**src/rtl/i2c_eng_pkg.sv**
```systemverilog
package i2c_eng_pkg;

    typedef enum logic {
        MODE_TX = 1'b0,
        MODE_RX = 1'b1
    } xfer_mode_e;

    typedef enum logic {
        PH_LOW  = 1'b0,
        PH_HIGH = 1'b1
    } scl_phase_e;

endpackage

```
**src/rtl/i2c_phase_timer.sv**
```systemverilog
module i2c_phase_timer #(
    parameter int RELOAD_W = 8
) (
    input  logic                clk,
    input  logic                rst_n,
    input  logic                start_i,
    input  logic                run_i,
    input  logic [RELOAD_W-1:0] reload_i,
    output logic                tick_o
);

    typedef struct packed {
        logic [RELOAD_W-1:0] cnt;
        logic [RELOAD_W-1:0] rel;
    } tmr_t;

    tmr_t tmr_q, tmr_d;

    always_comb begin
        tmr_d = tmr_q;
        if (start_i) begin
            tmr_d.cnt = reload_i;
            tmr_d.rel = reload_i;
        end else if (run_i) begin
            if (tmr_q.cnt == '0) begin
                tmr_d.cnt = tmr_q.rel;
            end else begin
                tmr_d.cnt = tmr_q.cnt - 1'b1;
            end
        end
    end

    always_ff @(posedge clk or negedge rst_n) begin
        if (!rst_n) begin
            tmr_q <= '0;
        end else begin
            tmr_q <= tmr_d;
        end
    end

    assign tick_o = run_i && (tmr_q.cnt == '0);

    AST_CNT_BOUND: assert property (@(posedge clk) disable iff (!rst_n)
        run_i |-> (tmr_q.cnt <= tmr_q.rel));

endmodule

```
**src/rtl/i2c_bit_sequencer.sv**
```systemverilog
module i2c_bit_sequencer
    import i2c_eng_pkg::*;
#(
    parameter int DATA_W = 8,
    parameter int IDX_W  = 4
) (
    input  logic             clk,
    input  logic             rst_n,
    input  logic             load_i,
    input  logic             rx_start_i,
    input  logic             tick_i,
    output logic             start_o,
    output logic             take_tx_o,
    output logic             busy_o,
    output logic             mode_rx_o,
    output logic [IDX_W-1:0] idx_o,
    output logic             sample_o,
    output logic             finish_o,
    output logic             done_o,
    output logic             scl_oe_o
);

    localparam logic [IDX_W-1:0] LAST_TX = IDX_W'(DATA_W);
    localparam logic [IDX_W-1:0] LAST_RX = IDX_W'(DATA_W - 1);

    typedef struct packed {
        logic             busy;
        xfer_mode_e       mode;
        scl_phase_e       phase;
        logic [IDX_W-1:0] idx;
        logic             done;
        logic             parked;
    } seq_t;

    seq_t seq_q, seq_d;

    logic             take_tx;
    logic             take_rx;
    logic [IDX_W-1:0] last_idx;

    always_comb begin
        last_idx = (seq_q.mode == MODE_RX) ? LAST_RX : LAST_TX;
        take_tx  = !seq_q.busy && load_i;
        take_rx  = !seq_q.busy && rx_start_i && !load_i;

        seq_d      = seq_q;
        seq_d.done = 1'b0;

        if (take_tx || take_rx) begin
            seq_d.busy  = 1'b1;
            seq_d.mode  = take_rx ? MODE_RX : MODE_TX;
            seq_d.phase = PH_LOW;
            seq_d.idx   = '0;
        end else if (seq_q.busy && tick_i) begin
            if (seq_q.phase == PH_LOW) begin
                seq_d.phase = PH_HIGH;
            end else begin
                seq_d.phase = PH_LOW;
                if (seq_q.idx == last_idx) begin
                    seq_d.busy   = 1'b0;
                    seq_d.done   = 1'b1;
                    seq_d.parked = 1'b1;
                end else begin
                    seq_d.idx = seq_q.idx + 1'b1;
                end
            end
        end
    end

    always_ff @(posedge clk or negedge rst_n) begin
        if (!rst_n) begin
            seq_q <= '0;
        end else begin
            seq_q <= seq_d;
        end
    end

    assign start_o   = take_tx || take_rx;
    assign take_tx_o = take_tx;
    assign busy_o    = seq_q.busy;
    assign mode_rx_o = (seq_q.mode == MODE_RX);
    assign idx_o     = seq_q.idx;
    assign sample_o  = seq_q.busy && tick_i && (seq_q.phase == PH_HIGH);
    assign finish_o  = sample_o && (seq_q.idx == last_idx);
    assign done_o    = seq_q.done;
    assign scl_oe_o  = seq_q.busy ? (seq_q.phase == PH_LOW) : seq_q.parked;

    AST_MODE_HELD: assert property (@(posedge clk) disable iff (!rst_n)
        seq_q.busy |=> $stable(seq_q.mode));

    AST_IDX_RANGE: assert property (@(posedge clk) disable iff (!rst_n)
        seq_q.busy |-> (seq_q.idx <= last_idx));

endmodule

```
**src/rtl/i2c_shift_path.sv**
```systemverilog
module i2c_shift_path #(
    parameter int DATA_W = 8,
    parameter int IDX_W  = 4
) (
    input  logic              clk,
    input  logic              rst_n,
    input  logic              take_tx_i,
    input  logic [DATA_W-1:0] tx_byte_i,
    input  logic              busy_i,
    input  logic              mode_rx_i,
    input  logic [IDX_W-1:0]  idx_i,
    input  logic              sample_i,
    input  logic              finish_i,
    input  logic              sda_i,
    output logic              sda_oe_o,
    output logic [DATA_W-1:0] rx_byte_o,
    output logic              ack_stat_o
);

    localparam logic [IDX_W-1:0] ACK_IDX = IDX_W'(DATA_W);

    typedef struct packed {
        logic [DATA_W-1:0] sr;
        logic [DATA_W-1:0] rx_buf;
        logic              ack;
        logic              drv;
    } path_t;

    path_t path_q, path_d;

    always_comb begin
        path_d = path_q;

        if (take_tx_i) begin
            path_d.sr = tx_byte_i;
        end else if (sample_i && (idx_i < ACK_IDX)) begin
            path_d.sr = {path_q.sr[DATA_W-2:0], sda_i};
        end

        if (sample_i && !mode_rx_i && (idx_i == ACK_IDX)) begin
            path_d.ack = sda_i;
        end

        if (finish_i && mode_rx_i) begin
            path_d.rx_buf = {path_q.sr[DATA_W-2:0], sda_i};
        end

        path_d.drv = busy_i && !mode_rx_i && (idx_i < ACK_IDX) && !path_q.sr[DATA_W-1];
    end

    always_ff @(posedge clk or negedge rst_n) begin
        if (!rst_n) begin
            path_q <= '0;
        end else begin
            path_q <= path_d;
        end
    end

    assign sda_oe_o   = path_q.drv;
    assign rx_byte_o  = path_q.rx_buf;
    assign ack_stat_o = path_q.ack;

    AST_RX_NO_DRIVE: assert property (@(posedge clk) disable iff (!rst_n)
        (busy_i && mode_rx_i && $past(busy_i)) |-> !sda_oe_o);

    AST_ACK_RELEASE: assert property (@(posedge clk) disable iff (!rst_n)
        (busy_i && !mode_rx_i && (idx_i == ACK_IDX) && ($past(idx_i) == ACK_IDX)) |-> !sda_oe_o);

endmodule

```
**src/rtl/i2c_byte_engine.sv**
```systemverilog
module i2c_byte_engine #(
    parameter int DATA_W   = 8,
    parameter int RELOAD_W = 8
) (
    input  logic                clk,
    input  logic                rst_n,
    input  logic [RELOAD_W-1:0] reload_i,
    input  logic [DATA_W-1:0]   tx_byte_i,
    input  logic                load_i,
    input  logic                rx_start_i,
    output logic [DATA_W-1:0]   rx_byte_o,
    output logic                ack_stat_o,
    output logic                done_o,
    output logic                busy_o,
    output logic                scl_oe_o,
    output logic                sda_oe_o,
    input  logic                sda_i
);

    localparam int IDX_W = $clog2(DATA_W + 2);

    logic             start_w;
    logic             take_tx_w;
    logic             tick_w;
    logic             busy_w;
    logic             mode_rx_w;
    logic [IDX_W-1:0] idx_w;
    logic             sample_w;
    logic             finish_w;

    i2c_phase_timer #(
        .RELOAD_W (RELOAD_W)
    ) u_timer (
        .clk      (clk),
        .rst_n    (rst_n),
        .start_i  (start_w),
        .run_i    (busy_w),
        .reload_i (reload_i),
        .tick_o   (tick_w)
    );

    i2c_bit_sequencer #(
        .DATA_W (DATA_W),
        .IDX_W  (IDX_W)
    ) u_seq (
        .clk        (clk),
        .rst_n      (rst_n),
        .load_i     (load_i),
        .rx_start_i (rx_start_i),
        .tick_i     (tick_w),
        .start_o    (start_w),
        .take_tx_o  (take_tx_w),
        .busy_o     (busy_w),
        .mode_rx_o  (mode_rx_w),
        .idx_o      (idx_w),
        .sample_o   (sample_w),
        .finish_o   (finish_w),
        .done_o     (done_o),
        .scl_oe_o   (scl_oe_o)
    );

    i2c_shift_path #(
        .DATA_W (DATA_W),
        .IDX_W  (IDX_W)
    ) u_path (
        .clk        (clk),
        .rst_n      (rst_n),
        .take_tx_i  (take_tx_w),
        .tx_byte_i  (tx_byte_i),
        .busy_i     (busy_w),
        .mode_rx_i  (mode_rx_w),
        .idx_i      (idx_w),
        .sample_i   (sample_w),
        .finish_i   (finish_w),
        .sda_i      (sda_i),
        .sda_oe_o   (sda_oe_o),
        .rx_byte_o  (rx_byte_o),
        .ack_stat_o (ack_stat_o)
    );

    assign busy_o = busy_w;

    AST_SCL_PARKED: assert property (@(posedge clk) disable iff (!rst_n)
        $fell(busy_o) |-> (scl_oe_o && done_o));

    AST_SDA_STABLE: assert property (@(posedge clk) disable iff (!rst_n)
        (busy_o && $past(busy_o) && !scl_oe_o && !$past(scl_oe_o)) |-> $stable(sda_oe_o));

endmodule

```
**config.mk**
```make
export PLATFORM = sky130hd
export DESIGN_NAME = i2c_byte_engine
export DESIGN_NICKNAME = d
export VERILOG_FILES = /design/src/rtl/i2c_eng_pkg.sv /design/src/rtl/i2c_phase_timer.sv /design/src/rtl/i2c_bit_sequencer.sv /design/src/rtl/i2c_shift_path.sv /design/src/rtl/i2c_byte_engine.sv
export SDC_FILE = /design/constraint.sdc
export NUM_CORES = 1
export LEC_CHECK = 0
export ABC_AREA = 1
export CAP_MARGIN = 20
export CORE_MARGIN = 1
export CORE_UTILIZATION = 30
export CTS_BUF_LIST = sky130_fd_sc_hd__clkbuf_16
export CTS_CLUSTER_SIZE = 12
export DETAILED_ROUTE_END_ITERATION = 16
export SLEW_MARGIN = 5
export SYNTH_ARGS = -nofsm -noshare
export SYNTH_HDL_FRONTEND = slang
export SYNTH_SLANG_ARGS = --single-unit
```
**constraint.sdc**
```tcl
create_clock -name clk -period 1.5 [get_ports clk]
set_input_delay 0.3 -clock clk [delete_from_list [all_inputs] [get_ports clk]]
set_output_delay 0.3 -clock clk [all_outputs]
set_load 0.05 [all_outputs]
```
== After elaboration in Yosys (flattened, before gate mapping) ==
Index checks and enable logic that the tools add are counted.

* Register bits: 43
* Output and inout bits: 13

* Add/sub/neg operators: 2
* Magnitude comparators: 1
* Equality and inequality tests: 3
* Muxes and demuxes: 19
* Bitwise gates (word level): 2
* Reduce and logical (&&, ||, !) cells: 28

{| class="wikitable"
|+ Operators by type and width
! operator !! count
|-
| two-way mux 8 bit || 5
|-
| logical AND 1 bit || 14
|-
| nonzero test 2 bit || 5
|-
| logical NOT 8 bit || 1
|-
| two-way mux 4 bit || 2
|-
| subtractor 8 x 1 -> 8 bit (second input constant) || 1
|-
| two-way mux 1 bit || 7
|-
| two-way mux 7 bit || 1
|-
| two-way mux 6 bit || 1
|-
| AND reduction 3 bit || 2
|-
| two-way mux 5 bit || 1
|-
| adder 4 x 1 -> 4 bit (second input constant) || 1
|-
| == test 4 bit || 1
|-
| == test 4 bit (second input constant) || 1
|-
| logical NOT 1 bit || 4
|-
| less-than comparator 4 bit (second input constant) || 1
|-
| two-way mux 2 bit || 2
|-
| AND reduction 4 bit || 1
|-
| != test 2 bit (second input constant) || 1
|-
| inverter 1 bit || 2
|-
| logical OR 1 bit || 1
|}

== Longest topological paths before layout ==
Gate-level depths: netlist of run 1.

* Word-level depth: 7
* Mapped depth: 10
* Depth with buffers taken out: 10

== Cells and area by module ==
Synthesis of run 1 repeated with hierarchy kept, for this count alone.

* Cells, all modules: 297
* Area, all modules: 2,399.8 sq um

{| class="wikitable"
|+ By module, submodules not included
! module !! times used !! cells an instance !! area an instance (sq um) !! seq. area each (sq um)
|-
| i2c_phase_timer || 1 || 126 || 977.2 || 400.4
|-
| i2c_shift_path || 1 || 107 || 884.6 || 450.4
|-
| i2c_bit_sequencer || 1 || 64 || 538.0 || 225.2
|}

== Worst setup path after synthesis of run 1 ==
OpenSTA, ideal clock, no wires.

* Path kind: reg2out
* Start point: register u_seq.seq_q, in the netlist u_seq.busy_o
* End point: output scl_oe_o
* Arrival: 1.711 ns
* Slack: -0.511 ns
* Cell stages (with the launch flop): 3
* Buffers on the path: 0
* Cells stage by stage: dfrtp_1 > inv_2 > a21oi_1

* Word-level cells in the longest chain between the ends: 1

{| class="wikitable"
|+ RTL lines
! what !! line !! text
|-
| start, declared || i2c_bit_sequencer.sv:35 || <nowiki>seq_t seq_q, seq_d;</nowiki>
|-
| start signal, assigned || i2c_bit_sequencer.sv:74 || <nowiki>seq_q <= seq_d;</nowiki>
|-
| two-way mux 1 bit || i2c_bit_sequencer.sv:86 || <nowiki>assign scl_oe_o = seq_q.busy ? (seq_q.phase == PH_LOW) : seq_q.parked;</nowiki>
|-
| end, declared || i2c_byte_engine.sv:15 || <nowiki>output logic scl_oe_o,</nowiki>
|}

No other way between the ends.

== Final worst setup path of run 1 ==
* Start point: input load_i
* End point: register u_seq.seq_q, in the netlist u_seq.idx_o[1]

* Word-level cells in the longest chain between the ends: 5
* Elaborated cells between the ends (all ways): 9
* Those cells by class: eq/ne: 1; mux: 1; reduce/logical: 7

{| class="wikitable"
|+ RTL lines
! what !! line !! text
|-
| start, declared || i2c_byte_engine.sv:9 || <nowiki>input logic load_i,</nowiki>
|-
| logical NOT 1 bit || i2c_bit_sequencer.sv:44 || <nowiki>take_rx = !seq_q.busy && rx_start_i && !load_i;</nowiki>
|-
| logical AND 1 bit || i2c_bit_sequencer.sv:44 ||
|-
| logical OR 1 bit * || i2c_bit_sequencer.sv:49 || <nowiki>if (take_tx || take_rx) begin</nowiki>
|-
| != test 2 bit (no line) or nonzero test 2 bit (tied branches) || n/a ||
|-
| AND reduction 3 bit (no line) || n/a ||
|}

Mark *: on every way between the ends. The rest lies on a longest branch, timed or not.
A chain may end at the register's enable or synchronous reset.

==> summary.md, run 1 <==
| Metric | Value |
|---|---|
| Run status | `complete, no violations` |
| Post-layout nets | `396` |
| Largest buffer count on any clock path | `2` |
| Hpwl dp | `between 4 and 5 mm` |
| GRT Residual Overflow | `0` |
| Final slew viol count | `0` |
| Most used standard cells in the synthesized netlist | `84 x sky130_fd_sc_hd__nand2_1, 51 x sky130_fd_sc_hd__inv_1, 43 x sky130_fd_sc_hd__dfrtp_1, 29 x sky130_fd_sc_hd__o21ai_0, 25 x sky130_fd_sc_hd__nor2_1` |
| Vias post-DR | `~2100` |
| Number of top-level pins | `34` |
| # placed instances | `457` |
| Via count of the first global-routing pass | `2000` |
| Startpoint-to-endpoint class of the critical path | `in2reg` |
| Inserted Diodes | `0` |
| Kind of cell adding the most delay to the critical path | `buffers and inverters` |
| Avg Vias per Cell | `4.43` |
| Rows | `31` |
| Share of async-settable or async-resettable flops after synthesis | `1.00` |
| Crit Path Max Fanout | `7` |
| Total detailed-routing wirelength | `5.71 mm` |
| Clock root buffer master | `sky130_fd_sc_hd__clkbuf_16` |
| Register bit total from synthesis | `43` |
| Buffers added on ports | `33` |
| Number of search-and-repair iterations in the first detailed-routing pass | `5` |
| GRT Total Usage | `0.150` |
| Total leakage power | `between 1.5 and 2 nW` |
| Number of max-cap violations | `0` |
| Required time worst endpoint | `between 1500 and 2000 ps` |
| Worst VDD drop | `~530 uV` |
| Floorplan Core Area | `7290 um^2` |
| Chip height | `around 89 um` |
| Clock latency on the worst-skew pair | `280 ps` |
| Clk pin slew, worst setup/hold paths | `60 ps` |
| Fraction of final layout cells sized beyond drive strength 1 | `0.265` |
| Register area | `~1100 um^2` |
| Arrival time of data at the critical path endpoint | `1650 ps` |
| Distinct cell type count after synthesis | `25` |
| Die Area | `7980 um^2` |
| Slew Limit Headroom | `0.701` |
| Number of buffer and inverter instances along the worst setup path | `3` |
| DR iter-0 viols | `83` |
| Top-count cell post-synth | `sky130_fd_sc_hd__nand2_1` |
| Share of the yosys chip area belonging to registers | `0.470` |
| Yosys warning total | `0` |
| Part of the cycle the worst path needs | `0.987` |
| Mean Syn Cell Area | `between 7 and 8 um^2` |
| Final std cells w/o fill | `~470` |
| Worst setup skew after layout | `4.29 ps` |
| Kind of capture point of the worst setup path | `register` |
| Syn-to-layout area delta | `52.7%` |
| Max H-tree Level | `2` |
| Layout filler cell count | `693` |
| Fraction of the core area covered by cells at the end of the flow | `0.479` |
| Final worst path period need | `around 1500 ps` |
| Combined area of all synthesized cells | `2290 um^2` |
| Path type of the worst min-delay path | `reg2reg` |
| Number of buffers inserted during clock tree synthesis | `5` |
| Top cell type by total area after synthesis | `sky130_fd_sc_hd__dfrtp_1` |
| Sequence of cells on the critical path | `clkdlybuf4s50_1 -> nand2_4 -> nand2_2 -> clkinvlp_4 -> buf_4 -> nand3_1 -> nand2_1` |
| Final routed DRC violation total | `0` |
| Area share of the leading cell type in the synthesized netlist | `0.470` |
| Area used by multi-input combinational logic | `1050 um^2` |
| CTS tree | `done` |
| Startpoint kind of the worst setup timing path | `input port` |
| Main area contributors after synthesis | `sky130_fd_sc_hd__dfrtp_1 47%, sky130_fd_sc_hd__nand2_1 14%, sky130_fd_sc_hd__inv_1 8.4%` |
| Fmax achieved | `0.676 GHz` |
| Slowest cell on the critical path | `sky130_fd_sc_hd__clkdlybuf4s50_1` |
| Syn Nets | `326` |
| Most used DFF post-synth | `sky130_fd_sc_hd__dfrtp_1` |
| Initial antenna violation count | `0` |
| Routed length per instance | `12.1 um` |
| Maximum number of pins on one net before global-route repair | `19` |
| Longest individual stage delay on the worst path | `540 ps` |
| Count of clock tree sinks | `43` |
| Die width | `around 89 um` |
| Ratio of total power to cell area | `~1400 nW/um^2` |
| Measured slew at the worst slew-check pin | `449 ps` |
| Number of flops mapped to enable cells by yosys | `0` |
| Count of nets left with antenna violations after detail routing | `0` |
| Synthesized instance count | `302` |
| RSZ-0062 raised after global routing | `yes` |
| Final Hold Vio Count | `0` |
| Final weighted congestion in routability-driven placement | `0.843` |
| # setup viols final | `0` |
| Effective utilization at floorplan | `0.314` |
| First-pass GRT wire length | `between 9 and 10 mm` |
-- through the flow --
step | hold WS, ps | TNS, ps | area (um^2) | setup WS, ps | total power, W
detailed placement | 269 | -4370 | 3070 | -239 | 0.00311
global route | 489 | -1210 | 3490 | -98.4 | 0.00511
floorplan | 4.41 | 0 | 2300 | 6.67 | 0.00244
global placement | 270 | -3320 | 3070 | -239 | 0.00308
finish | 454 | 0 | 3490 | 20.1 | 0.00480
CTS | 443 | 0 | 3340 | 0.0403 | 0.00464
-- cells by family after synthesis --
kind of cell / count (synthesis) / synth area share
buffers and inverters: 67 / 0.134
AND/OR/NAND/NOR: 141 / 0.264
AO/OA/AOI/OAI: 47 / 0.112
adder cells (fa/ha/maj): 3 / 0.0164
XOR/XNOR: 1 / 0.00383
flip-flops: 43 / 0.470
-- cell usage in the layout (no fill, tap or decap), types with 7 or more instances in the layout --
cell and instances:
sky130_fd_sc_hd__nor2_1 18, sky130_fd_sc_hd__nand3_1 18, sky130_fd_sc_hd__o21ai_0 19, sky130_fd_sc_hd__buf_6 8, sky130_fd_sc_hd__buf_4 33, sky130_fd_sc_hd__inv_1 47, sky130_fd_sc_hd__a21oi_1 7, sky130_fd_sc_hd__dfrtp_1 42
sky130_fd_sc_hd__clkdlybuf4s50_1 19, sky130_fd_sc_hd__nand2_1 78, sky130_fd_sc_hd__buf_12 15, sky130_fd_sc_hd__o21ai_1 9
-- power by group --
| group | total [W] | switching [W] | leakage [nW] | internal, W |
|---|---|---|---|---|
| sequential | 0.00167 | 0.000200 | 0.544 | 0.00147 |
| clock | 0.00141 | 0.000453 | 0.0900 | 0.000953 |
| combinational | 0.00172 | 0.000935 | 1.13 | 0.000788 |
| total | 0.00480 | 0.00159 | 1.76 | 0.00321 |
-- registers in the layout, summed over array words and instances (netlist names) --
signal             count
u_path.sda_oe_o        1
u_timer.tmr_q         16
u_path.ack_stat_o      1
u_seq.idx_o            4
u_seq.seq_q            2
u_path.path_q          8
u_seq.done_o           1
u_path.rx_byte_o       8
u_seq.busy_o           1
u_seq.mode_rx_o        1
-- cell type report --
cell class / count / area share
sequential: 43 / 0.308
multi-input combinational: 192 / 0.301
timing repair buffer: 77 / 0.241
inverter: 53 / 0.0587
clock buffer: 5 / 0.0358
tap: 99 / 0.0355
clock inverter: 3 / 0.0193
-- per-layer routing --
metal | track usage | share of wire | vias to the layer above
li1 | - | - | 1069
met5 | 0 | 0 | -
met3 | 0.0249 | 0.023 | 11
met2 | 0.253 | 0.51 | 33
met4 | 0.0577 | 0.020 | 0
met1 | 0.192 | 0.44 | 980
-- what timing repair did --
action                     4_1_cts  5_1_grt
cloned                           0        1
setup buffers                    3        2
gates resized for setup         13       43
hold endpoints to repair        16        0
setup endpoints to repair       33       29
pin swaps                        4        8
hold buffers                     1        0
-- final timing paths --
kind | startpoint | endpoint | slack, ps | cells after the start
worst max register to register | u_timer.tmr_q[8] | u_path.rx_byte_o[1] | 20 | 8
worst min-delay path | u_seq.mode_rx_o | u_path.sda_oe_o | 450 | 1
worst min register to register | u_seq.mode_rx_o | u_path.sda_oe_o | 450 | 1
worst max-delay path | load_i | u_seq.idx_o[1] | 20 | 7
min in group asynchronous | rst_n | u_path.rx_byte_o[2] | 490 | 2
max in group asynchronous | rst_n | u_timer.tmr_q[7] | 500 | 3
Note: power is estimated with default switching activity, not from simulation.
==> run 2, diff against run 1 <==
--- a/config.mk
+++ b/config.mk
@@ -10,7 +10,6 @@
 export CORE_MARGIN = 1
 export CORE_UTILIZATION = 30
 export CTS_BUF_LIST = sky130_fd_sc_hd__clkbuf_16
-export CTS_CLUSTER_SIZE = 12
 export DETAILED_ROUTE_END_ITERATION = 16
 export SLEW_MARGIN = 5
 export SYNTH_ARGS = -nofsm -noshare
==> results of run 2 <==
Final layout, timing and power as in run 1 (identical DEF).
